File: config.mk
export PLATFORM = sky130hd
export DESIGN_NAME = sio_cfg_port
export DESIGN_NICKNAME = d
export VERILOG_FILES = /design/src/rtl/sio_cfg_pkg.sv /design/src/rtl/sio_key_unlock.sv /design/src/rtl/sio_glob_regs.sv /design/src/rtl/sio_ldn_bank.sv /design/src/rtl/sio_cfg_port.sv
export SDC_FILE = /design/constraint.sdc
export NUM_CORES = 2
export LEC_CHECK = 0
export CORE_MARGIN = 2
export CORE_UTILIZATION = 24
export DETAILED_ROUTE_END_ITERATION = 16
export REMOVE_ABC_BUFFERS = 1
export SYNTH_ARGS = -nofsm -noshare
export SYNTH_HDL_FRONTEND = slang
export SYNTH_SLANG_ARGS = --single-unit
File: constraint.sdc
create_clock -name clk -period 4 [get_ports clk]
set_input_delay 0.6 -clock clk [delete_from_list [all_inputs] [get_ports clk]]
set_output_delay 0.6 -clock clk [all_outputs]
set_load 0.05 [all_outputs]
File: src/rtl/sio_cfg_pkg.sv
package sio_cfg_pkg;

  typedef enum logic [0:0] {KEY_FOUR = 1'b0, KEY_DOUBLE = 1'b1} key_style_e;

  localparam logic [7:0] REG_EXIT   = 8'h02;
  localparam logic [7:0] REG_LDN    = 8'h07;
  localparam logic [7:0] REG_ID_HI  = 8'h20;
  localparam logic [7:0] REG_ID_LO  = 8'h21;
  localparam logic [7:0] REG_REV    = 8'h22;
  localparam logic [7:0] BANK_FLOOR = 8'h30;
  localparam logic [7:0] EXIT_CODE  = 8'h02;
  localparam logic [7:0] LEAVE_BYTE = 8'hAA;
  localparam int         SLOT_CNT   = 8;
  localparam logic [2:0] SLOT_NONE  = 3'd7;

  function automatic int key_len(key_style_e s);
    return (s == KEY_FOUR) ? 4 : 2;
  endfunction

  // expected byte at a given position of the unlock key
  function automatic logic [7:0] key_byte(key_style_e s, logic alt_base, int pos);
    if (s == KEY_DOUBLE) return 8'h87;
    case (pos)
      0:       return 8'h87;
      1:       return 8'h01;
      2:       return 8'h55;
      default: return alt_base ? 8'hAA : 8'h55;
    endcase
  endfunction

  // banked address to storage slot; SLOT_NONE = not backed by storage
  function automatic logic [2:0] slot_of(logic [7:0] a);
    case (a)
      8'h30:   return 3'd0;
      8'h60:   return 3'd1;
      8'h61:   return 3'd2;
      8'h62:   return 3'd3;
      8'h63:   return 3'd4;
      8'h70:   return 3'd5;
      8'h74:   return 3'd6;
      default: return SLOT_NONE;
    endcase
  endfunction

  function automatic logic [7:0] glob_read(key_style_e s, logic [15:0] id,
                                           logic [7:0] rev, logic [7:0] ldn,
                                           logic [7:0] a);
    case (a)
      REG_LDN:   return ldn;
      REG_ID_HI: return id[15:8];
      REG_ID_LO: return id[7:0];
      REG_REV:   return (s == KEY_FOUR) ? rev : 8'h00;
      default:   return 8'h00;
    endcase
  endfunction

endpackage

File: src/rtl/sio_key_unlock.sv
module sio_key_unlock
  import sio_cfg_pkg::*;
#(
  parameter key_style_e KEY_STYLE = KEY_FOUR,
  parameter bit         ALT_BASE  = 1'b0
) (
  input  logic       clk,
  input  logic       rst_n,
  input  logic       idx_wr,
  input  logic [7:0] wdata,
  input  logic       exit_req,
  output logic       unlocked
);
  localparam int KLEN = key_len(KEY_STYLE);
  localparam int PW   = $clog2(KLEN + 1);

  logic [PW-1:0] pos_q;
  logic          unl_q;
  logic          hit_w;
  logic          restart_w;
  logic          last_w;

  assign hit_w     = (wdata == key_byte(KEY_STYLE, ALT_BASE, int'(pos_q)));
  assign restart_w = (wdata == key_byte(KEY_STYLE, ALT_BASE, 0));
  assign last_w    = (pos_q == PW'(KLEN - 1));

  always_ff @(posedge clk) begin
    if (!rst_n) begin
      pos_q <= '0;
      unl_q <= 1'b0;
    end else if (unl_q) begin
      if (exit_req) begin
        unl_q <= 1'b0;
        pos_q <= '0;
      end
    end else if (idx_wr) begin
      if (hit_w) begin
        if (last_w) begin
          unl_q <= 1'b1;
          pos_q <= '0;
        end else begin
          pos_q <= pos_q + 1'b1;
        end
      end else begin
        pos_q <= restart_w ? PW'(1) : '0;
      end
    end
  end

  assign unlocked = unl_q;

  // unlocking only follows an index-port write
  a_r3_unlock_needs_key: assert property (@(posedge clk) disable iff (!rst_n)
    $rose(unl_q) |-> $past(idx_wr));
  // locking only follows an exit request
  a_r5_lock_needs_exit: assert property (@(posedge clk) disable iff (!rst_n)
    $fell(unl_q) |-> $past(exit_req));

endmodule

File: src/rtl/sio_glob_regs.sv
module sio_glob_regs
  import sio_cfg_pkg::*;
#(
  parameter key_style_e  KEY_STYLE = KEY_FOUR,
  parameter logic [15:0] CHIP_ID   = 16'hA51C,
  parameter logic [7:0]  CHIP_REV  = 8'h3B
) (
  input  logic       clk,
  input  logic       rst_n,
  input  logic       idx_we,
  input  logic       glob_we,
  input  logic [7:0] wdata,
  output logic [7:0] index_q,
  output logic [7:0] ldn_q,
  output logic [7:0] glob_rdata
);
  logic ldn_we;

  assign ldn_we = glob_we && (index_q == REG_LDN);

  always_ff @(posedge clk) begin
    if (!rst_n) begin
      index_q <= 8'h00;
      ldn_q   <= 8'h00;
    end else begin
      if (idx_we) index_q <= wdata;
      if (ldn_we) ldn_q   <= wdata;
    end
  end

  assign glob_rdata = glob_read(KEY_STYLE, CHIP_ID, CHIP_REV, ldn_q, index_q);

  // the selector only moves on a write aimed at it
  a_r8_ldn_moves_on_write: assert property (@(posedge clk) disable iff (!rst_n)
    !$stable(ldn_q) |-> $past(ldn_we));

endmodule

File: src/rtl/sio_ldn_bank.sv
module sio_ldn_bank
  import sio_cfg_pkg::*;
#(
  parameter int NUM_LDN = 16
) (
  input  logic       clk,
  input  logic       rst_n,
  input  logic       we,
  input  logic [7:0] ldn,
  input  logic [7:0] index,
  input  logic [7:0] wdata,
  output logic [7:0] rdata
);
  localparam int LW = (NUM_LDN > 1) ? $clog2(NUM_LDN) : 1;

  logic             in_range;
  logic [2:0]       slot;
  logic             slot_ok;
  logic [7:0]       dev_rd [NUM_LDN];
  logic [NUM_LDN-1:0] commit_vec;

  assign in_range = (int'(ldn) < NUM_LDN);
  assign slot     = slot_of(index);
  assign slot_ok  = (slot != SLOT_NONE);

  for (genvar g = 0; g < NUM_LDN; g++) begin : g_dev
    logic [7:0] regs [SLOT_CNT];
    assign commit_vec[g] = we && slot_ok && (int'(ldn) == g);

    always_ff @(posedge clk) begin
      if (!rst_n) begin
        for (int s = 0; s < SLOT_CNT; s++) regs[s] <= 8'h00;
      end else if (commit_vec[g]) begin
        regs[slot] <= wdata;
      end
    end

    assign dev_rd[g] = slot_ok ? regs[slot] : 8'h00;
  end

  assign rdata = in_range ? dev_rd[ldn[LW-1:0]] : 8'h00;

  // a banked write lands in at most one device
  a_r9_single_device: assert property (@(posedge clk) disable iff (!rst_n)
    $onehot0(commit_vec));
  // no device is written while the selector is out of range
  a_r10_range_guard: assert property (@(posedge clk) disable iff (!rst_n)
    (we && !in_range) |-> (commit_vec == '0));

endmodule

File: src/rtl/sio_cfg_port.sv
module sio_cfg_port
  import sio_cfg_pkg::*;
#(
  parameter key_style_e  KEY_STYLE = KEY_FOUR,
  parameter bit          ALT_BASE  = 1'b0,
  parameter int          NUM_LDN   = 16,
  parameter logic [15:0] CHIP_ID   = 16'hA51C,
  parameter logic [7:0]  CHIP_REV  = 8'h3B
) (
  input  logic       clk,
  input  logic       rst_n,
  input  logic       io_wr,
  input  logic       io_rd,
  input  logic       io_sel,
  input  logic [7:0] io_wdata,
  output logic [7:0] io_rdata,
  output logic       cfg_active
);
  logic       unlocked;
  logic       idx_port_wr, dat_port_wr;
  logic       exit_req, key_feed;
  logic       idx_we, dat_we, glob_we, bank_we;
  logic [7:0] index_q, ldn_q, glob_rdata, bank_rdata;
  logic       in_bank;

  assign idx_port_wr = io_wr && !io_sel;
  assign dat_port_wr = io_wr &&  io_sel;
  assign key_feed    = idx_port_wr && !unlocked;

  if (KEY_STYLE == KEY_FOUR) begin : g_exit_reg
    assign exit_req = unlocked && dat_port_wr && (index_q == REG_EXIT)
                      && (io_wdata == EXIT_CODE);
  end else begin : g_exit_idx
    assign exit_req = unlocked && idx_port_wr && (io_wdata == LEAVE_BYTE);
  end

  assign in_bank = (index_q >= BANK_FLOOR);
  assign idx_we  = unlocked && idx_port_wr && !exit_req;
  assign dat_we  = unlocked && dat_port_wr;
  assign glob_we = dat_we && !in_bank;
  assign bank_we = dat_we &&  in_bank;

  sio_key_unlock #(.KEY_STYLE(KEY_STYLE), .ALT_BASE(ALT_BASE)) key_i (
    .clk(clk), .rst_n(rst_n), .idx_wr(key_feed), .wdata(io_wdata),
    .exit_req(exit_req), .unlocked(unlocked));

  sio_glob_regs #(.KEY_STYLE(KEY_STYLE), .CHIP_ID(CHIP_ID), .CHIP_REV(CHIP_REV)) glob_i (
    .clk(clk), .rst_n(rst_n), .idx_we(idx_we), .glob_we(glob_we),
    .wdata(io_wdata), .index_q(index_q), .ldn_q(ldn_q), .glob_rdata(glob_rdata));

  sio_ldn_bank #(.NUM_LDN(NUM_LDN)) bank_i (
    .clk(clk), .rst_n(rst_n), .we(bank_we), .ldn(ldn_q), .index(index_q),
    .wdata(io_wdata), .rdata(bank_rdata));

  always_comb begin
    if (!unlocked)    io_rdata = 8'hFF;
    else if (!io_sel) io_rdata = index_q;
    else if (in_bank) io_rdata = bank_rdata;
    else              io_rdata = glob_rdata;
  end

  assign cfg_active = unlocked;

  // while locked the index pointer and the selector hold still
  a_r2_locked_index_hold: assert property (@(posedge clk) disable iff (!rst_n)
    !unlocked |=> $stable(index_q));
  a_r2_locked_ldn_hold: assert property (@(posedge clk) disable iff (!rst_n)
    !unlocked |=> $stable(ldn_q));
  // the leaving byte never lands in the index register
  a_r6_leave_keeps_index: assert property (@(posedge clk) disable iff (!rst_n)
    exit_req |=> $stable(index_q));

endmodule

After elaboration in Yosys (flattened, before gate mapping). Memory sizes are Yosys's and may differ from the RTL's. Cells that the tools add are included. Widths: inputs -> output; s select.

Bits in registers: 20. RAM bits: 1024. Input bits: 13. Output and inout bits: 9. Logic and storage cells: 245. Memories kept: 16.

Memory list: bank_i.g_dev[0].regs (depth 8, bits a word 8, read ports 1, clocked after Yosys merged registers in 0, write ports 8, RTL line sio_ldn_bank.sv:27) `logic [7:0] regs [SLOT_CNT];`; bank_i.g_dev[10].regs (depth 8, bits a word 8, read ports 1, clocked after Yosys merged registers in 0, write ports 8, RTL line sio_ldn_bank.sv:27); bank_i.g_dev[11].regs (depth 8, bits a word 8, read ports 1, clocked after Yosys merged registers in 0, write ports 8, RTL line sio_ldn_bank.sv:27); bank_i.g_dev[12].regs (depth 8, bits a word 8, read ports 1, clocked after Yosys merged registers in 0, write ports 8, RTL line sio_ldn_bank.sv:27); bank_i.g_dev[13].regs (depth 8, bits a word 8, read ports 1, clocked after Yosys merged registers in 0, write ports 8, RTL line sio_ldn_bank.sv:27); bank_i.g_dev[14].regs (depth 8, bits a word 8, read ports 1, clocked after Yosys merged registers in 0, write ports 8, RTL line sio_ldn_bank.sv:27); +10 memories.

$add $sub $neg: 1. $lt $le $gt $ge: 3. Equal/unequal tests: 34. Mux-type cells: 134. Bitwise gates (word level): 1. Reduce and logical (&&, ||, !) cells: 52.

Operators by type and width (count): $mux 8 (38); $reduce_or 8->1 (16); $mux 1 (71); $eq 8x5->1 const B (8); $mux 3 (21); $eq 8x7->1 const B (6); $bmux 8 s4 (1); $eq 8x4->1 const B (4); $eq 8x6->1 const B (4); $pmux 8 s4 (1); $logic_and 1x1->1 (28); $eq 8x2->1 const B (3); $eq 8x3->1 const B (3); $pmux 3 s7 (1); $pmux 8 s2 (1); $eq 8x8->1 (1); $eq 8x8->1 const B (1); $ge 8x6->1 const B (1); $logic_not 8->1 (1); $lt 8x5->1 const B (1); $ge 5x5->1 const B (1); $not 4->5 (1); $logic_not 1->1 (4); $add 3x1->3 const B (1); 7 further kinds (7).

Longest topological paths before layout.
Depth after elaboration: 11. Depth in mapped cells: 14. Mapped depth without buffers: 10.

Hierarchy. Synthesis repeated with hierarchy kept, for this count alone.

Cells, all modules: 3912. Area, all modules: 48544.1 sq um.

By module, submodules not included: sio_ldn_bank (instances 1, cells each 3732, area each 47113.9 sq um, seq. area each 30749.5 sq um); sio_glob_regs (instances 1, cells each 88, area each 785.8 sq um, seq. area each 320.3 sq um); sio_key_unlock (instances 1, cells each 41, area each 326.6 sq um, seq. area each 80.1 sq um); sio_cfg_port (instances 1, cells each 51, area each 317.8 sq um, seq. area each 0.0 sq um).

Worst setup path before layout. Ideal clock, no wire load.

Path type: reg-to-output. Start point: register glob_i.index_q[2]. End point: output port io_rdata[0]. Arrival: 3.321 ns. Required time: 3.400 ns. Setup slack: 0.079 ns. Stages on the path, launching flop included: 12. Buffers on the path: 4. Cell sequence: dfxtp_1 -> buf_2 -> a2111oi_0 -> and2_1 -> buf_4 -> buf_6 -> buf_4 -> nand2_1 -> a32o_1 -> o311ai_0 -> nand3_1 -> a31oi_1.

Cells in the longest elaborated chain, start to end: 11. Elaborated cells on any way between the ends: 54. Classes of those cells: order compare: 1; eq/ne: 12; mux: 25; memory: 16.

RTL lines: start: declaration (RTL line sio_glob_regs.sv:13) `output logic [7:0] index_q,`; start signal: assignment (RTL line sio_glob_regs.sv:26) `if (idx_we) index_q <= wdata;`; $eq 8x7->1 or $eq 8x6->1 (tied branches) (RTL line sio_cfg_pkg.sv:33) `case (a)`; $pmux 3 s7 (RTL line sio_cfg_pkg.sv:33); $mem_v2 8x8 or $ne 3x3->1 (tied branches); $mux 8 (RTL line sio_ldn_bank.sv:38) `assign dev_rd[g] = slot_ok ? regs[slot] : 8'h00;`; $bmux 8 s4 (RTL line sio_ldn_bank.sv:41) `assign rdata = in_range ? dev_rd[ldn[LW-1:0]] : 8'h00;`; $mux 8 (not written as such) (2 in a row) (RTL line sio_ldn_bank.sv:41); $mux 8 (RTL line sio_ldn_bank.sv:41); $mux 8 (*) (RTL line sio_cfg_port.sv:58) `else if (in_bank) io_rdata = bank_rdata;`; $mux 8 (*) (RTL line sio_cfg_port.sv:57) `else if (!io_sel) io_rdata = index_q;`; $mux 8 (*) (RTL line sio_cfg_port.sv:56) `if (!unlocked) io_rdata = 8'hFF;`; end: declaration (RTL line sio_cfg_port.sv:16) `output logic [7:0] io_rdata,`.

Every way passes the cells marked *; elsewhere a longest branch is shown, timed or not. The select of a mux whose other input is x is not followed.

Worst setup path after layout.
Start point: register glob_i.index_q[0]. End point: output port io_rdata[4].

Same word-level chain as after synthesis.

==> impl_metrics.toml <==
[detailed_routing]
firstDrtPassIters = 5
viasPerCell = 4.918
vias = 33485
dr.first_iter.drc_count = 4274
wire_per_inst_um = 24.03
drc = 0
wl_mm = 163.6
antenna_left = 0

[power_and_ir_drop]
total_power_mw = 23.41
power_leakage_nw = 20.70
cellPowerDensity_nw_per_um2 = 399.1
vdd_drop_max_mv = 0.3191

[synthesis]
seq_area_frac_synth_pct = 66.36
syn_area_um2 = 46940
async_reset_ff_share_pct = 0
avgSynthCellArea_um2 = 12.47
synth_flop_cell = "edfxtp_1"
synth_cells = 3763
synth_edf_count = 1024
synth_cell_types = 83
ys_ff_latch = 1044
synth_warnings = 0

[floorplanning]
die_area_um2 = 199100
die_h_um = 446.3
core_um2 = 194600
die_x_um = 446.3
ios = 22
initial_utilization_pct = 24.12
core.rowCount = 162

[critical_path]
arrival_ns = 4.09
crit_required_ns = 3.40
cp-start-kind = "register"
regToRegSetupSlack_ns = 0.31
rr_startpoint = "glob_i.index_q[4]"
crit_type = "reg2out"
crit_end = "io_rdata[4]"
reg2reg_to = "bank_i.g_dev[15].regs[4][5]"
path_max_fanout = 8
ff2ff_path_depth = 11
crit_start = "glob_i.index_q[0]"
end_kind = "output port"

[clocking]
cts_num_sinks = 1044
cts_buffer_depth = 3
clockRootBuffer = "clkbuf_16"
htree_levels = 3
numCtsBuffers = 111
hold_buffers = 0
clkSlewWorstSetupHoldPaths_ns = 0.06
tritoncts = "yes"
clkLatencyLatePin_ns = 0.73

[timing]
finalCriticalPeriod_ns = 4.687
worst_slack_ns = -0.6868
setup_viol = 8
fmax_mhz = 213.4
worstMarginPinSlew_ns = 0.9721
rsz0062_at_grt = "yes"
relSlewSlack_pct = 35.11
hold_violations = 0
post-route-period-util_pct = 117.2
setup_tns_ns = -4.615
maxSlewViolCount = 0
finClkSkew_ns = 0.04701
fin_hold_ws_ns = 0.4372

[global_routing]
gr-usage-all-layers_pct = 16.03
grt_start_max_net_pins = 117
overflow = 0
antenna_found_initial = 7
grt_pass1_wl_mm = 233.9
first_global_vias = 32745

[cells_and_area]
drive_gt1_share_pct = 19.98
mostFrequentLayoutCells = "edfxtp_1 (1024), and2_1 (899), buf_4 (397)"
syn_to_final_growth_pct = 24.98
layout_commonest_cell = "edfxtp_1"
layout.nets = 4198
stdcell_area_um2 = 58670

[placement]
placed_area_um2 = 53550
gp_congestion = 0.9356
post-dp-hpwl_mm = 105.9
portBuffers = 20

[run]
maxCapViolCount = 0

[hold_path]
hold_class = "in2reg"

[status]
violations = "setup timing"
outcome = "finished with violations"
-- worst min-delay path by stage --
| stage | slack [ns] | endpoint | startpoint | cells after the start |
|---|---|---|---|---|
| finish | 0.44 | bank_i.g_dev[11].regs[5][4] | rst_n | 2 |
| floorplan | 0.45 | key_i.pos_q[2] | key_i.pos_q[2] | 2 |
| global placement | 0.49 | key_i.pos_q[2] | key_i.pos_q[2] | 2 |
| global route | 0.41 | bank_i.g_dev[11].regs[5][4] | rst_n | 2 |
| CTS | 0.39 | bank_i.g_dev[11].regs[5][4] | rst_n | 2 |
| detailed placement | 0.48 | key_i.pos_q[2] | key_i.pos_q[2] | 2 |
-- what timing repair did --
action | 4_1_cts | 5_1_grt
pin swaps | 51 | 25
cloned | 4 | 0
setup endpoints to repair | 8 | 8
setup buffers | 43 | 6
resized for setup | 192 | 47
endpoints found under the hold margin | 0 | 0
-- flip-flops by register name (all words and copies together) (netlist names) --
register	flops
glob_i.ldn_q	8
key_i.unlocked	1
key_i.pos_q	3
glob_i.index_q	8
bank_i.g_dev.regs	1024
-- Yosys cell counts, types with 36 or more instances --
| master | instances | share of area [%] |
|---|---|---|
| and2_1 | 900 | 12 |
| o221ai_1 | 86 | 1.6 |
| nand3_1 | 58 | 0.62 |
| nor4_1 | 39 | 0.52 |
| clkbuf_1 | 244 | 2.0 |
| nor2_1 | 274 | 2.2 |
| edfxtp_1 | 1024 | 66 |
| o22ai_1 | 211 | 2.8 |
| nand2_1 | 194 | 1.6 |
| a21oi_1 | 36 | 0.38 |
| o21ai_0 | 157 | 1.7 |
-- power by group --
part | internal, mW | switching (mW) | total (mW)
Sequential | 12.5 | 0.177 | 12.7
Clock | 5.49 | 4.38 | 9.87
Combinational | 0.244 | 0.611 | 0.855
Total | 18.2 | 5.17 | 23.4
-- kinds of logic after synthesis --
group / after synthesis / share of synthesized area [%]
compound gates: 705 / 10.36
xor+xnor: 1 / 0.01866
fa+ha+maj: 3 / 0.07997
buf+inv: 353 / 3.039
flops: 1044 / 66.36
mux: 69 / 1.562
other cells: 1 / 0.007989
simple gates: 1587 / 18.57
-- layer usage --
metal | track usage (%) | part of all wire [%] | vias to the layer above
met2 | 25.65 | 46 | 1716
met1 | 21.01 | 40 | 16792
met3 | 3.178 | 9.4 | 354
li1 | - | - | 14621
met5 | 0 | 0.0079 | -
met4 | 6.941 | 4.6 | 2
-- final cells by class --
type                    count  area (um^2)
multi-input cells        2493        15990
inverters                  33        123.9
flip-flops and latches   1044        31160
diodes                      1        2.502
well taps                2542         3181
clock buffers             135         2889
repair buffers            499         4833
fillers                 19528       135900
clock inverters            61        486.7
-- worst max-delay path: stages, from the launching register on --
cell and delay (ns):
dfxtp_2 0.34, buf_6 0.12, or4_4 0.54, or2_4 0.30
buf_12 0.14, buf_16 0.15, buf_12 0.15, o221ai_1 0.26
a21oi_1 0.08, o211ai_1 0.19, a21oi_2 0.22, nor4_4 0.38
a21oi_4 0.16, buf_6 0.15, buf_12 0.13
-- stage by stage --
| stage | setup slack [ns] | instances | util [%] |
|---|---|---|---|
| after floorplan | -2.929 | 3570 | - |
| after global placement | -1.490 | 6565 | 27.51 |
| after detailed placement | -0.7670 | 6566 | 27.52 |
| after global routing | -0.7319 | 6807 | 30.15 |
| after CTS | -0.6513 | 6803 | 30.01 |
| final | -0.6868 | 6808 | 30.15 |
No activity file was read; power rests on OpenSTA's default activity.
